### config.mk
export PLATFORM = sky130hd
export DESIGN_NAME = precise_store_queue
export DESIGN_NICKNAME = d
export VERILOG_FILES = /design/src/rtl/psq_pkg.sv /design/src/rtl/psq_match.sv /design/src/rtl/psq_release.sv /design/src/rtl/precise_store_queue.sv
export SDC_FILE = /design/constraint.sdc
export NUM_CORES = 1
export LEC_CHECK = 0
export ABC_CLOCK_PERIOD_IN_PS = 7100
export CELL_PAD_IN_SITES_DETAIL_PLACEMENT = 0
export CELL_PAD_IN_SITES_GLOBAL_PLACEMENT = 1
export CORE_UTILIZATION = 28
export DETAILED_ROUTE_END_ITERATION = 6
export PLACE_DENSITY = 0.64
export SLEW_MARGIN = 20
export SYNTH_ARGS = -nofsm -noshare
export SYNTH_HDL_FRONTEND = slang
export SYNTH_SLANG_ARGS = --single-unit
### constraint.sdc
create_clock -name clk -period 7.1 [get_ports clk]
set_input_delay 1.065 -clock clk [delete_from_list [all_inputs] [get_ports clk]]
set_output_delay 1.065 -clock clk [all_outputs]
set_load 0.01 [all_outputs]
### src/rtl/psq_pkg.sv
package psq_pkg;

    // Advance a ring index by an offset, wrapping at the ring depth.
    function automatic int unsigned ring_add(int unsigned base, int unsigned off,
                                             int unsigned depth);
        int unsigned s;
        s = base + off;
        if (s >= depth) s = s - depth;
        return s;
    endfunction

endpackage

### src/rtl/psq_match.sv
module psq_match #(
    parameter int ADDR_W = 32,
    parameter int DATA_W = 32,
    parameter int DEPTH  = 4,
    parameter int PW     = 2,
    parameter int CW     = 3
) (
    input  logic [DEPTH-1:0][ADDR_W-1:0] slot_addr,
    input  logic [DEPTH-1:0][DATA_W-1:0] slot_data,
    input  logic [PW-1:0]                head,
    input  logic [CW-1:0]                count,
    input  logic [ADDR_W-1:0]            ld_addr,
    output logic                         hit,
    output logic [DATA_W-1:0]            data
);
    import psq_pkg::*;

    // Compare vector in age order: position 0 is the oldest pending entry.
    logic [DEPTH-1:0]   age_match;
    logic [PW-1:0]      age_idx [DEPTH];

    for (genvar j = 0; j < DEPTH; j++) begin : g_age
        assign age_idx[j]   = PW'(ring_add(32'(head), j, DEPTH));
        assign age_match[j] = (count > CW'(j)) && (slot_addr[age_idx[j]] == ld_addr);
    end

    // Later (younger) positions override earlier ones.
    always_comb begin
        hit  = 1'b0;
        data = '0;
        for (int j = 0; j < DEPTH; j++) begin
            if (age_match[j]) begin
                hit  = 1'b1;
                data = slot_data[age_idx[j]];
            end
        end
    end

endmodule

### src/rtl/psq_release.sv
module psq_release #(
    parameter int TAG_W = 8
) (
    input  logic             head_live,
    input  logic [TAG_W-1:0] head_tag,
    input  logic [TAG_W-1:0] oldest_tag,
    input  logic             flush,
    output logic             offer
);
    // Tag distance with wrap: top bit clear means the head is not younger
    // than the oldest incomplete instruction.
    logic [TAG_W-1:0] gap;

    always_comb begin
        gap   = oldest_tag - head_tag;
        offer = head_live && !flush && !gap[TAG_W-1];
    end

endmodule

### src/rtl/precise_store_queue.sv
module precise_store_queue #(
    parameter int ADDR_W = 32,
    parameter int DATA_W = 32,
    parameter int TAG_W  = 8,
    parameter int DEPTH  = 4
) (
    input  logic              clk,
    input  logic              rst_n,
    input  logic              flush,
    input  logic              enq_valid,
    output logic              enq_ready,
    input  logic [ADDR_W-1:0] enq_addr,
    input  logic [DATA_W-1:0] enq_data,
    input  logic [TAG_W-1:0]  enq_tag,
    input  logic [TAG_W-1:0]  oldest_tag,
    input  logic [ADDR_W-1:0] ld_addr,
    input  logic              ld_cache_hit,
    input  logic [DATA_W-1:0] ld_cache_data,
    output logic              ld_hit,
    output logic              ld_buf_hit,
    output logic [DATA_W-1:0] ld_data,
    output logic              mem_valid,
    input  logic              mem_ready,
    output logic [ADDR_W-1:0] mem_addr,
    output logic [DATA_W-1:0] mem_data
);
    import psq_pkg::*;

    localparam int PW = (DEPTH > 1) ? $clog2(DEPTH) : 1;
    localparam int CW = $clog2(DEPTH + 1);

    typedef struct packed {
        logic [DEPTH-1:0][ADDR_W-1:0] addr;
        logic [DEPTH-1:0][DATA_W-1:0] data;
        logic [DEPTH-1:0][TAG_W-1:0]  tag;
        logic [PW-1:0]                head;
        logic [PW-1:0]                tail;
        logic [CW-1:0]                count;
    } ring_t;

    ring_t s_d, s_q;

    logic              push, pop;
    logic              buf_hit;
    logic [DATA_W-1:0] buf_data;
    logic [TAG_W-1:0]  head_tag;

    assign head_tag  = s_q.tag[s_q.head];
    assign enq_ready = (s_q.count != CW'(DEPTH)) && !flush;
    assign push      = enq_valid && enq_ready;
    assign pop       = mem_valid && mem_ready;
    assign mem_addr  = s_q.addr[s_q.head];
    assign mem_data  = s_q.data[s_q.head];

    psq_release #(.TAG_W(TAG_W)) u_rel (
        .head_live  (s_q.count != '0),
        .head_tag   (head_tag),
        .oldest_tag (oldest_tag),
        .flush      (flush),
        .offer      (mem_valid)
    );

    psq_match #(
        .ADDR_W (ADDR_W),
        .DATA_W (DATA_W),
        .DEPTH  (DEPTH),
        .PW     (PW),
        .CW     (CW)
    ) u_match (
        .slot_addr (s_q.addr),
        .slot_data (s_q.data),
        .head      (s_q.head),
        .count     (s_q.count),
        .ld_addr   (ld_addr),
        .hit       (buf_hit),
        .data      (buf_data)
    );

    // Buffered match overrides the cache.
    always_comb begin
        ld_buf_hit = buf_hit;
        ld_hit     = buf_hit || ld_cache_hit;
        if (buf_hit)           ld_data = buf_data;
        else if (ld_cache_hit) ld_data = ld_cache_data;
        else                   ld_data = '0;
    end

    always_comb begin
        s_d = s_q;
        if (flush) begin
            s_d.head  = '0;
            s_d.tail  = '0;
            s_d.count = '0;
        end else begin
            if (push) begin
                s_d.addr[s_q.tail] = enq_addr;
                s_d.data[s_q.tail] = enq_data;
                s_d.tag[s_q.tail]  = enq_tag;
                s_d.tail           = PW'(ring_add(32'(s_q.tail), 1, DEPTH));
            end
            if (pop) begin
                s_d.head = PW'(ring_add(32'(s_q.head), 1, DEPTH));
            end
            case ({push, pop})
                2'b10:   s_d.count = s_q.count + CW'(1);
                2'b01:   s_d.count = s_q.count - CW'(1);
                default: s_d.count = s_q.count;
            endcase
        end
    end

    always_ff @(posedge clk) begin
        if (!rst_n) s_q <= '0;
        else        s_q <= s_d;
    end

endmodule

Word level (Yosys, flattened, before mapping)
Index checks and enable logic that the tools add are counted. Widths: inputs -> output; s select.

Register bits after elaboration: 295. Input port bits: 150. Output and inout port bits: 100.

Add/sub/neg operators: 12. Order comparisons: 16. Eq/ne operators: 7. Multiplexer cells: 45. Bitwise logic cells: 2. Reductions and logical operators: 17.

Operator list (number): $bmux 32 s2 (10); $mux 32 (17); $bwmux 128 (2); $eq 32x32->1 (4); $demux 32 s2 (1); $bwmux 32 (1); $lt 2x3->1 const B (6); $bmux 8 s2 (1); $demux 8 s2 (1); $mux 8 (2); $ge 3x3->1 const B (4); $logic_and 1x1->1 (10); $mux 2 (5); $sub 2x1->2 const B (5); $sub 8x8->8 (1); $add 2x1->3 const B (2); $add 2x2->3 const B (2); $gt 3x1->1 const B (2); $gt 3x2->1 const B (2); $pmux 3 s2 (1); $mux 1 (4); $add 3x1->3 const B (1); $ge 2x3->1 const B (1); $ne 3x3->1 const B (1); other kinds (11) (13).

Logic depth before layout (Yosys ltp)
Gate-level depths: netlist (run 1).

Word-level depth: 11. Depth in mapped cells: 24. Gate-level depth less buffers: 13.

Modules after synthesis
From an unflattened synthesis (run 1), not the netlist that was laid out.

Cell total of the unflattened synthesis: 2278. Area, all modules: 22736.8 um2.

Modules (own cells, without submodules): precise_store_queue (times used 1, cells an instance 1185, area each 13115.1 um2, sequential area each 5905.7 um2); psq_match (times used 1, cells an instance 1065, area each 9437.8 um2, sequential area each 0.0 um2); psq_release (times used 1, cells an instance 28, area each 183.9 um2, sequential area each 0.0 um2).

Least setup slack after synthesis (run 1)
OpenSTA, ideal clock, no wires.

Kind: register to output. Start: register s_q[5] (netlist name). End: output port mem_valid. Arrival: 4.042 ns. Required time: 6.035 ns. Setup slack: 1.993 ns. Cell stages (with the launch flop): 18. Buffers on the path: 9. Cells stage by stage: dfxtp_1 -> buf_6 -> buf_6 -> buf_6 -> buf_6 -> buf_6 -> buf_4 -> buf_2 -> buf_2 -> buf_1 -> mux4_2 -> inv_1 -> ha_1 -> or4_1 -> o21ai_0 -> a21oi_1 -> xnor2_1 -> nor3_1.

Cells in the longest elaborated chain, start to end: 5.

RTL lines: from (decl) (line precise_store_queue.sv:41) `ring_t s_d, s_q;`; from (signal assigned) (line precise_store_queue.sv:113) `if (!rst_n) s_q <= '0;`; from (signal assigned) (line precise_store_queue.sv:114) `else s_q <= s_d;`; $bmux 8 s2 (line precise_store_queue.sv:48) `assign head_tag = s_q.tag[s_q.head];`; $mux 8 (implied by the code) (line precise_store_queue.sv:48); $sub 8x8->8 (line psq_release.sv:15) `gap = oldest_tag - head_tag;`; $logic_not 1->1 (line psq_release.sv:16) `offer = head_live && !flush && !gap[TAG_W-1];`; $logic_and 1x1->1 (line psq_release.sv:16); to (decl) (line precise_store_queue.sv:22) `output logic mem_valid,`.

No other way between the ends. The select of a mux whose other input is x is not followed.

Final worst setup path (run 1)
Start: register s_q[5] (netlist name). End: output port ld_data[4].

Cells in the longest elaborated chain, start to end: 11. Elaborated cells on any way between the ends: 48.

RTL lines: $add 2x1->3, or another cell as far along (line psq_pkg.sv:7) `s = base + off;`; $ge 3x3->1, or another cell as far along (line psq_pkg.sv:8) `if (s >= depth) s = s - depth;`; $mux 2 / $bmux 32 s2 (equally long branches) (line psq_pkg.sv:8, psq_match.sv:24); $bmux 32 s2 / $mux 32 (equally long branches) (line psq_match.sv:24) `assign age_match[j] = (count > CW'(j)) && (slot_addr[age_idx[j]] == ld_addr);`; $mux 32 (implied by the code) / $eq 32x32->1 (equally long branches) (line psq_match.sv:24); $eq 32x32->1 / $logic_and 1x1->1 (equally long branches) (line psq_match.sv:24); $logic_and 1x1->1, or another cell as far along (line psq_match.sv:24); $mux 32 / $mux 1 (equally long branches) (3 in series) (line psq_match.sv:32) `if (age_match[j]) begin`; $mux 32 * (line precise_store_queue.sv:83) `if (buf_hit) ld_data = buf_data;`; to (decl) (line precise_store_queue.sv:21) `output logic [DATA_W-1:0] ld_data,`.

Mark *: on every way between the ends. The rest lies on a longest branch, timed or not. The select of a mux whose other input is x is not followed.

==> results of run 1 <==
-- metal layers --
layer	wire [µm]	up-vias	share of wire	global-route usage
li1	-	9581	-	-
met1	41600	10700	0.44	0.302
met3	5540	142	0.059	0.0372
met4	2530	16	0.027	0.0684
met5	110	-	0.0012	0
met2	44600	662	0.47	0.371
-- synthesized netlist by cell type, types with 32 or more instances --
cell       number
a21boi_0      288
dfxtp_1       295
o21ai_0        49
o311ai_1       32
nor3b_1        33
o2111ai_1      37
mux4_2        135
nand2_1       666
xnor2_1        88
mux2i_1       137
mux2_2         38
nor2_1         61
inv_1          53
a2111oi_0      37
and3_1         42
a31oi_1        34
and2_1         39
buf_2          39
clkbuf_1      183
-- report_power, final --
| part | switching (mW) | internal [mW] |
|---|---|---|
| Sequential | 0.0250 | 1.68 |
| Clock | 0.795 | 1.20 |
| Combinational | 0.299 | 0.251 |
| Total | 1.12 | 3.13 |
-- layout make-up --
| cell class | instances | area (µm²) | area share |
|---|---|---|---|
| inverters | 56 | 211 | 0.00787 |
| flip-flops and latches | 295 | 5910 | 0.220 |
| multi-input cells | 1994 | 15200 | 0.564 |
| clock buffers | 56 | 1120 | 0.0417 |
| clock inverters | 10 | 155 | 0.00577 |
| diodes | 6 | 15.0 | 0.000558 |
| well taps | 1050 | 1310 | 0.0489 |
| repair buffers | 307 | 2990 | 0.111 |
-- cell families (layout without fill, tap and decap cells) --
group,after synthesis,after routing,share of synthesized area
AO/OA/AOI/OAI,607,607,0.209
flip-flops,295,295,0.263
XOR/XNOR,107,107,0.0437
AND/OR/NAND/NOR,944,944,0.185
adder cells (fa/ha/maj),17,17,0.00946
buffers and inverters,316,429,0.0667
other,0,6,0
multiplexers,319,319,0.224
-- worst paths after layout --
| check | cells past startpoint | end | from | slack (ns) |
|---|---|---|---|---|
| max | 11 | ld_data[4] | s_q[5]$_SDFFE_PP0P_ | 0.48 |
| min | 2 | s_q[23]$_SDFFE_PN0P_ | s_q[23]$_SDFFE_PN0P_ | 0.46 |
| max reg2reg | 14 | s_q[1]$_SDFFE_PP0P_ | s_q[5]$_SDFFE_PP0P_ | 3.03 |
| min reg2reg | 2 | s_q[23]$_SDFFE_PN0P_ | s_q[23]$_SDFFE_PN0P_ | 0.46 |
-- worst register-to-register path, stage by stage (launching register included) --
cell	delay [ns]
dfxtp_4	0.67
buf_12	0.28
buf_12	0.28
mux4_2	0.57
inv_1	0.07
ha_1	0.22
or4_1	0.50
o21ai_0	0.08
a21oi_1	0.07
buf_4	0.19
mux2i_1	0.35
ha_1	0.31
xor2_1	0.16
nor2_1	0.05
a211oi_1	0.18
==> flow_metrics.tcl, run 1 <==
set metrics [dict create \
    slew_headroom 0.256 \
    path_class "flip-flop to output pin" \
    cap_violations 0 \
    synth-edff-count 0 \
    synthArstFlopShare 0 \
    status "complete, no violations" \
    cts.sinks 295 \
    syn-cell-area_um2 22500 \
    postCtsHoldBufs 0 \
    critPathLaunchType "flip-flop" \
    crit_path_cell_trace "buf_4, mux2i_1, xnor2_1, o21ai_0, nor4bb_1, and4b_2, buf_4, a2111oi_0, o311ai_1, a22oi_2, clkdlybuf4s50_1" \
    synth_flop_cell "dfxtp_1" \
    syn2layout_area_growth_pct 19.6 \
    skew_ns 0.0351 \
    top_regs "s_q (295)" \
    hold_viol 0 \
    maxSlewViolCount 0 \
    setup-tns-final_ns 0 \
    final_core_utilization 0.339 \
    path_clk_slew_ns 0.06 \
    yosysWarnings 0 \
    antenna_found_initial 14 \
    critPathRequiredTime_ns 6.03 \
    die_h_um 285 \
    place_ws_ns 0.966 \
    syn_inst 2605 \
    drt_wl_total_um 94300 \
    power_density_nw_per_um2 158 \
    setup_ws_ns 0.477 \
    dpl.hpwl_um 65700 \
    h-tree-depth 2 \
    yosysTopAreaCell "dfxtp_1" \
    final_common_cell "nand2_1" \
    rsz0062_at_grt "false" \
    cp_slowest_cell "mux2i_1" \
    cts_buffers 38 \
    path_max_fanout 29 \
    cp_common_cell "buf_4" \
    avgSynthCellArea_um2 8.63 \
    max_freq_ghz 0.151 \
    cp-end-kind "output pin" \
    cts_tree "done" \
    hold_path_class "flip-flop to flip-flop" \
    grt_pass1_vias 20600 \
    fill_cells 8167 \
    whs_ns 0.461 \
    total_power_mw 4.25 \
    p_leak_nw 8.42 \
    ys_seq_area_frac 0.263 \
    grtUsageTotal 0.226 \
    rows 103 \
    ys_seq_elements 295 \
    synth_fp_nets 2772 \
    wire_per_inst_um 25.0 \
    postLayoutCellArea_um2 26900 \
    ir_worst_vdd_mv 0.119 \
    via_per_inst 5.58 \
    synth_top_area_frac 0.263 \
    ctsResizeCount 0 \
    drc_errors 0 \
    synth_cell_types 80 \
    dieArea_um2 81400 \
    min_period_ns 6.62 \
    start_util 0.284 \
    die-width_um 285 \
    post_cts_buffers 0 \
    min_period_over_period 0.933 \
    path_delay_family "buffers and inverters" \
    grt_max_degree 113 \
    grt-ovfl-total 0 \
    largest_reg_flops 295 \
    setup_viol 0 \
    max_stage_delay_ns 0.79 \
    cp.arrival_ns 5.56 \
    gp_congestion 0.946 \
    layout.cells.non_filler 3774 \
    drive_above_1_share 0.129 \
    path_buf_inv 3 \
    clk_latency_ns 0.58 \
    nets 2859 \
    synthTopCellsByArea "dfxtp_1, mux4_2, nand2_1, a21boi_0, mux2i_1" \
    drt_iter0_drc 1721 \
    final_cell_mix "nand2_1, dfxtp_1, a21boi_0, clkdlybuf4s50_1, mux2i_1" \
    regMostFlops "s_q" \
    drtAntennaViolNets 0 \
    clockBufferDepth 3 \
    grt_pass1_wl_um 140000 \
    num_vias 21100 \
    placed_cells 3702 \
    numPortBuffers 249 \
    place_area_um2 25600 \
    cts_root_buf "clkbuf_16" \
    ioPinCount 250 \
    worst_slew_pin_slew_ns 1.12 \
    core_area_um2 79300 \
    dr.pass1.iters 5 \
]
Note: power is estimated with default switching activity, not from simulation.
==> run 2: changes to the inputs <==
- CORE_MARGIN: default -> 2
- SKIP_LAST_GASP: default -> 1
==> flow_metrics.tcl, run 2 (synthesis gave the netlist of run 1 again) <==
set metrics [dict create \
    status "complete, no violations" \
    start_util 0.284 \
    rows 103 \
    max_freq_ghz 0.146 \
    path_buf_inv 4 \
    h-tree-depth 2 \
    grt-ovfl-total 0 \
    final_core_utilization 0.339 \
    nets 2853 \
    wire_per_inst_um 25.1 \
    post_cts_buffers 0 \
    cp_common_cell "buf_4" \
    drt_iter0_drc 1560 \
    top_usage_layer "met2" \
    dr.pass1.iters 5 \
    grt_pass1_wl_um 140000 \
    drc_errors 0 \
    critPathRequiredTime_ns 6.03 \
    via_per_inst 5.58 \
    setup_viol 0 \
    path_delay_family "buffers and inverters" \
    cp.arrival_ns 5.78 \
    die_h_um 287 \
    grt_util_met3 0.0385 \
    min_period_ns 6.84 \
    rsz0062_at_grt "false" \
    drtAntennaViolNets 0 \
    clk_latency_ns 0.57 \
    hold_viol 0 \
    setup-tns-final_ns 0 \
    power_density_nw_per_um2 159 \
    crit_path_start "s_q[5]$_SDFFE_PP0P_" \
    cp-end-kind "output pin" \
    core_area_um2 79300 \
    max_stage_delay_ns 0.97 \
    cts_tree "done" \
    cap_violations 0 \
    cts_buffers 39 \
    drive_above_1_share 0.128 \
    gr-usage-met2 0.376 \
    hold_path_class "flip-flop to flip-flop" \
    path_class "flip-flop to output pin" \
    die-width_um 287 \
    num_vias 21000 \
    cts.sinks 295 \
    crit_path_cell_trace "buf_12, mux2i_1, o22ai_1, a2111oi_0, mux2_2, nand4_1, buf_4, or2_2, buf_4, a31oi_1, a22oi_2, clkdlybuf4s50_1" \
    largest_reg_flops 295 \
    postCtsHoldBufs 0 \
    final_common_cell "nand2_1" \
    min_period_over_period 0.964 \
    top_regs "s_q (295)" \
    cts_root_buf "clkbuf_16" \
    antenna_found_initial 16 \
    dpl.hpwl_um 66100 \
    grt_util_met1 0.291 \
    worst_slew_pin_slew_ns 1.13 \
    regMostFlops "s_q" \
    path_clk_slew_ns 0.06 \
    final_cell_mix "nand2_1, dfxtp_1, a21boi_0, clkdlybuf4s50_1, mux2i_1" \
    p_leak_nw 8.42 \
    reg2reg_from "s_q[6]$_SDFFE_PP0P_" \
    syn2layout_area_growth_pct 19.5 \
    ir_worst_vdd_mv 0.130 \
    slew_headroom 0.223 \
    gp_congestion 0.948 \
    drt_wl_total_um 94400 \
    grtUsageTotal 0.223 \
    dieArea_um2 82600 \
    ctsResizeCount 0 \
    clockBufferDepth 3 \
    critPathLaunchType "flip-flop" \
    cp_slowest_cell "mux2i_1" \
    grt_pass1_vias 20800 \
    grt_max_degree 106 \
    ioPinCount 250 \
    min_from "s_q[24]$_SDFFE_PN0P_" \
    skew_ns 0.0224 \
    maxSlewViolCount 0 \
    path_max_fanout 56 \
    numPortBuffers 249 \
]
-- run 2: changes by cell type in the layout (fill, tap and decap cells not counted), sizes merged --
cell | before | now
buf | 60 | 52
bufinv | 3 | 2
clkbuf | 56 | 57
clkdlybuf4s50 | 247 | 248
clkinv | 8 | 11
diode | 6 | 5
-- run 2: report_power, final --
| group | leakage [nW] | total (mW) | internal [mW] | switching [mW] |
|---|---|---|---|---|
| Sequential | 2.39 | 1.71 | 1.68 | 0.0254 |
| Clock | 0.644 | 2.01 | 1.21 | 0.802 |
| Combinational | 5.39 | 0.546 | 0.249 | 0.296 |
| Total | 8.42 | 4.26 | 3.14 | 1.12 |
-- run 2: stage by stage --
step           hold slack (ns)  instance area (µm²)  total power [mW]  std cells  worst slack (ns)
6_report                 0.464                26900              4.26       3769             0.259
3_5_place_dp             0.457                25500              2.28       3694             0.783
4_1_cts                  0.466                26800              4.31       3763             0.326
2_1_floorplan            0.440                22500              2.00       2605              1.99
3_3_place_gp             0.448                25500              2.28       3694             0.798
5_1_grt                  0.484                26900              4.41       3769             0.205
-- run 2: worst min-delay path: cells and delay by family, from the launching register on --
kind	cells	cell delay, ns
AND/OR/NAND/NOR	1	0.05
flip-flops	1	0.30
AO/OA/AOI/OAI	1	0.06
-- run 2: routing by layer --
layer | share of wire | wire length, µm
met1 | 0.44 | 41100
met2 | 0.48 | 45400
met3 | 0.055 | 5210
met4 | 0.027 | 2520
met5 | 0.0015 | 143
-- run 2: worst paths after layout --
path / end / slack (ns) / cells after the start
worst max-delay path: ld_data[24] / 0.26 / 12
worst min-delay path: s_q[24]$_SDFFE_PN0P_ / 0.46 / 2
worst max register to register: s_q[2]$_SDFFE_PP0P_ / 2.51 / 12
worst min register to register: s_q[24]$_SDFFE_PN0P_ / 0.46 / 2
-- run 2: layout make-up --
| type | count | area [µm²] |
|---|---|---|
| diodes | 5 | 12.5 |
| inverters | 56 | 211 |
| multi-input cells | 1994 | 15200 |
| fillers | 8119 | 52400 |
| clock inverters | 12 | 125 |
| repair buffers | 300 | 2960 |
| flip-flops and latches | 295 | 5910 |
| clock buffers | 57 | 1160 |
| well taps | 1050 | 1310 |
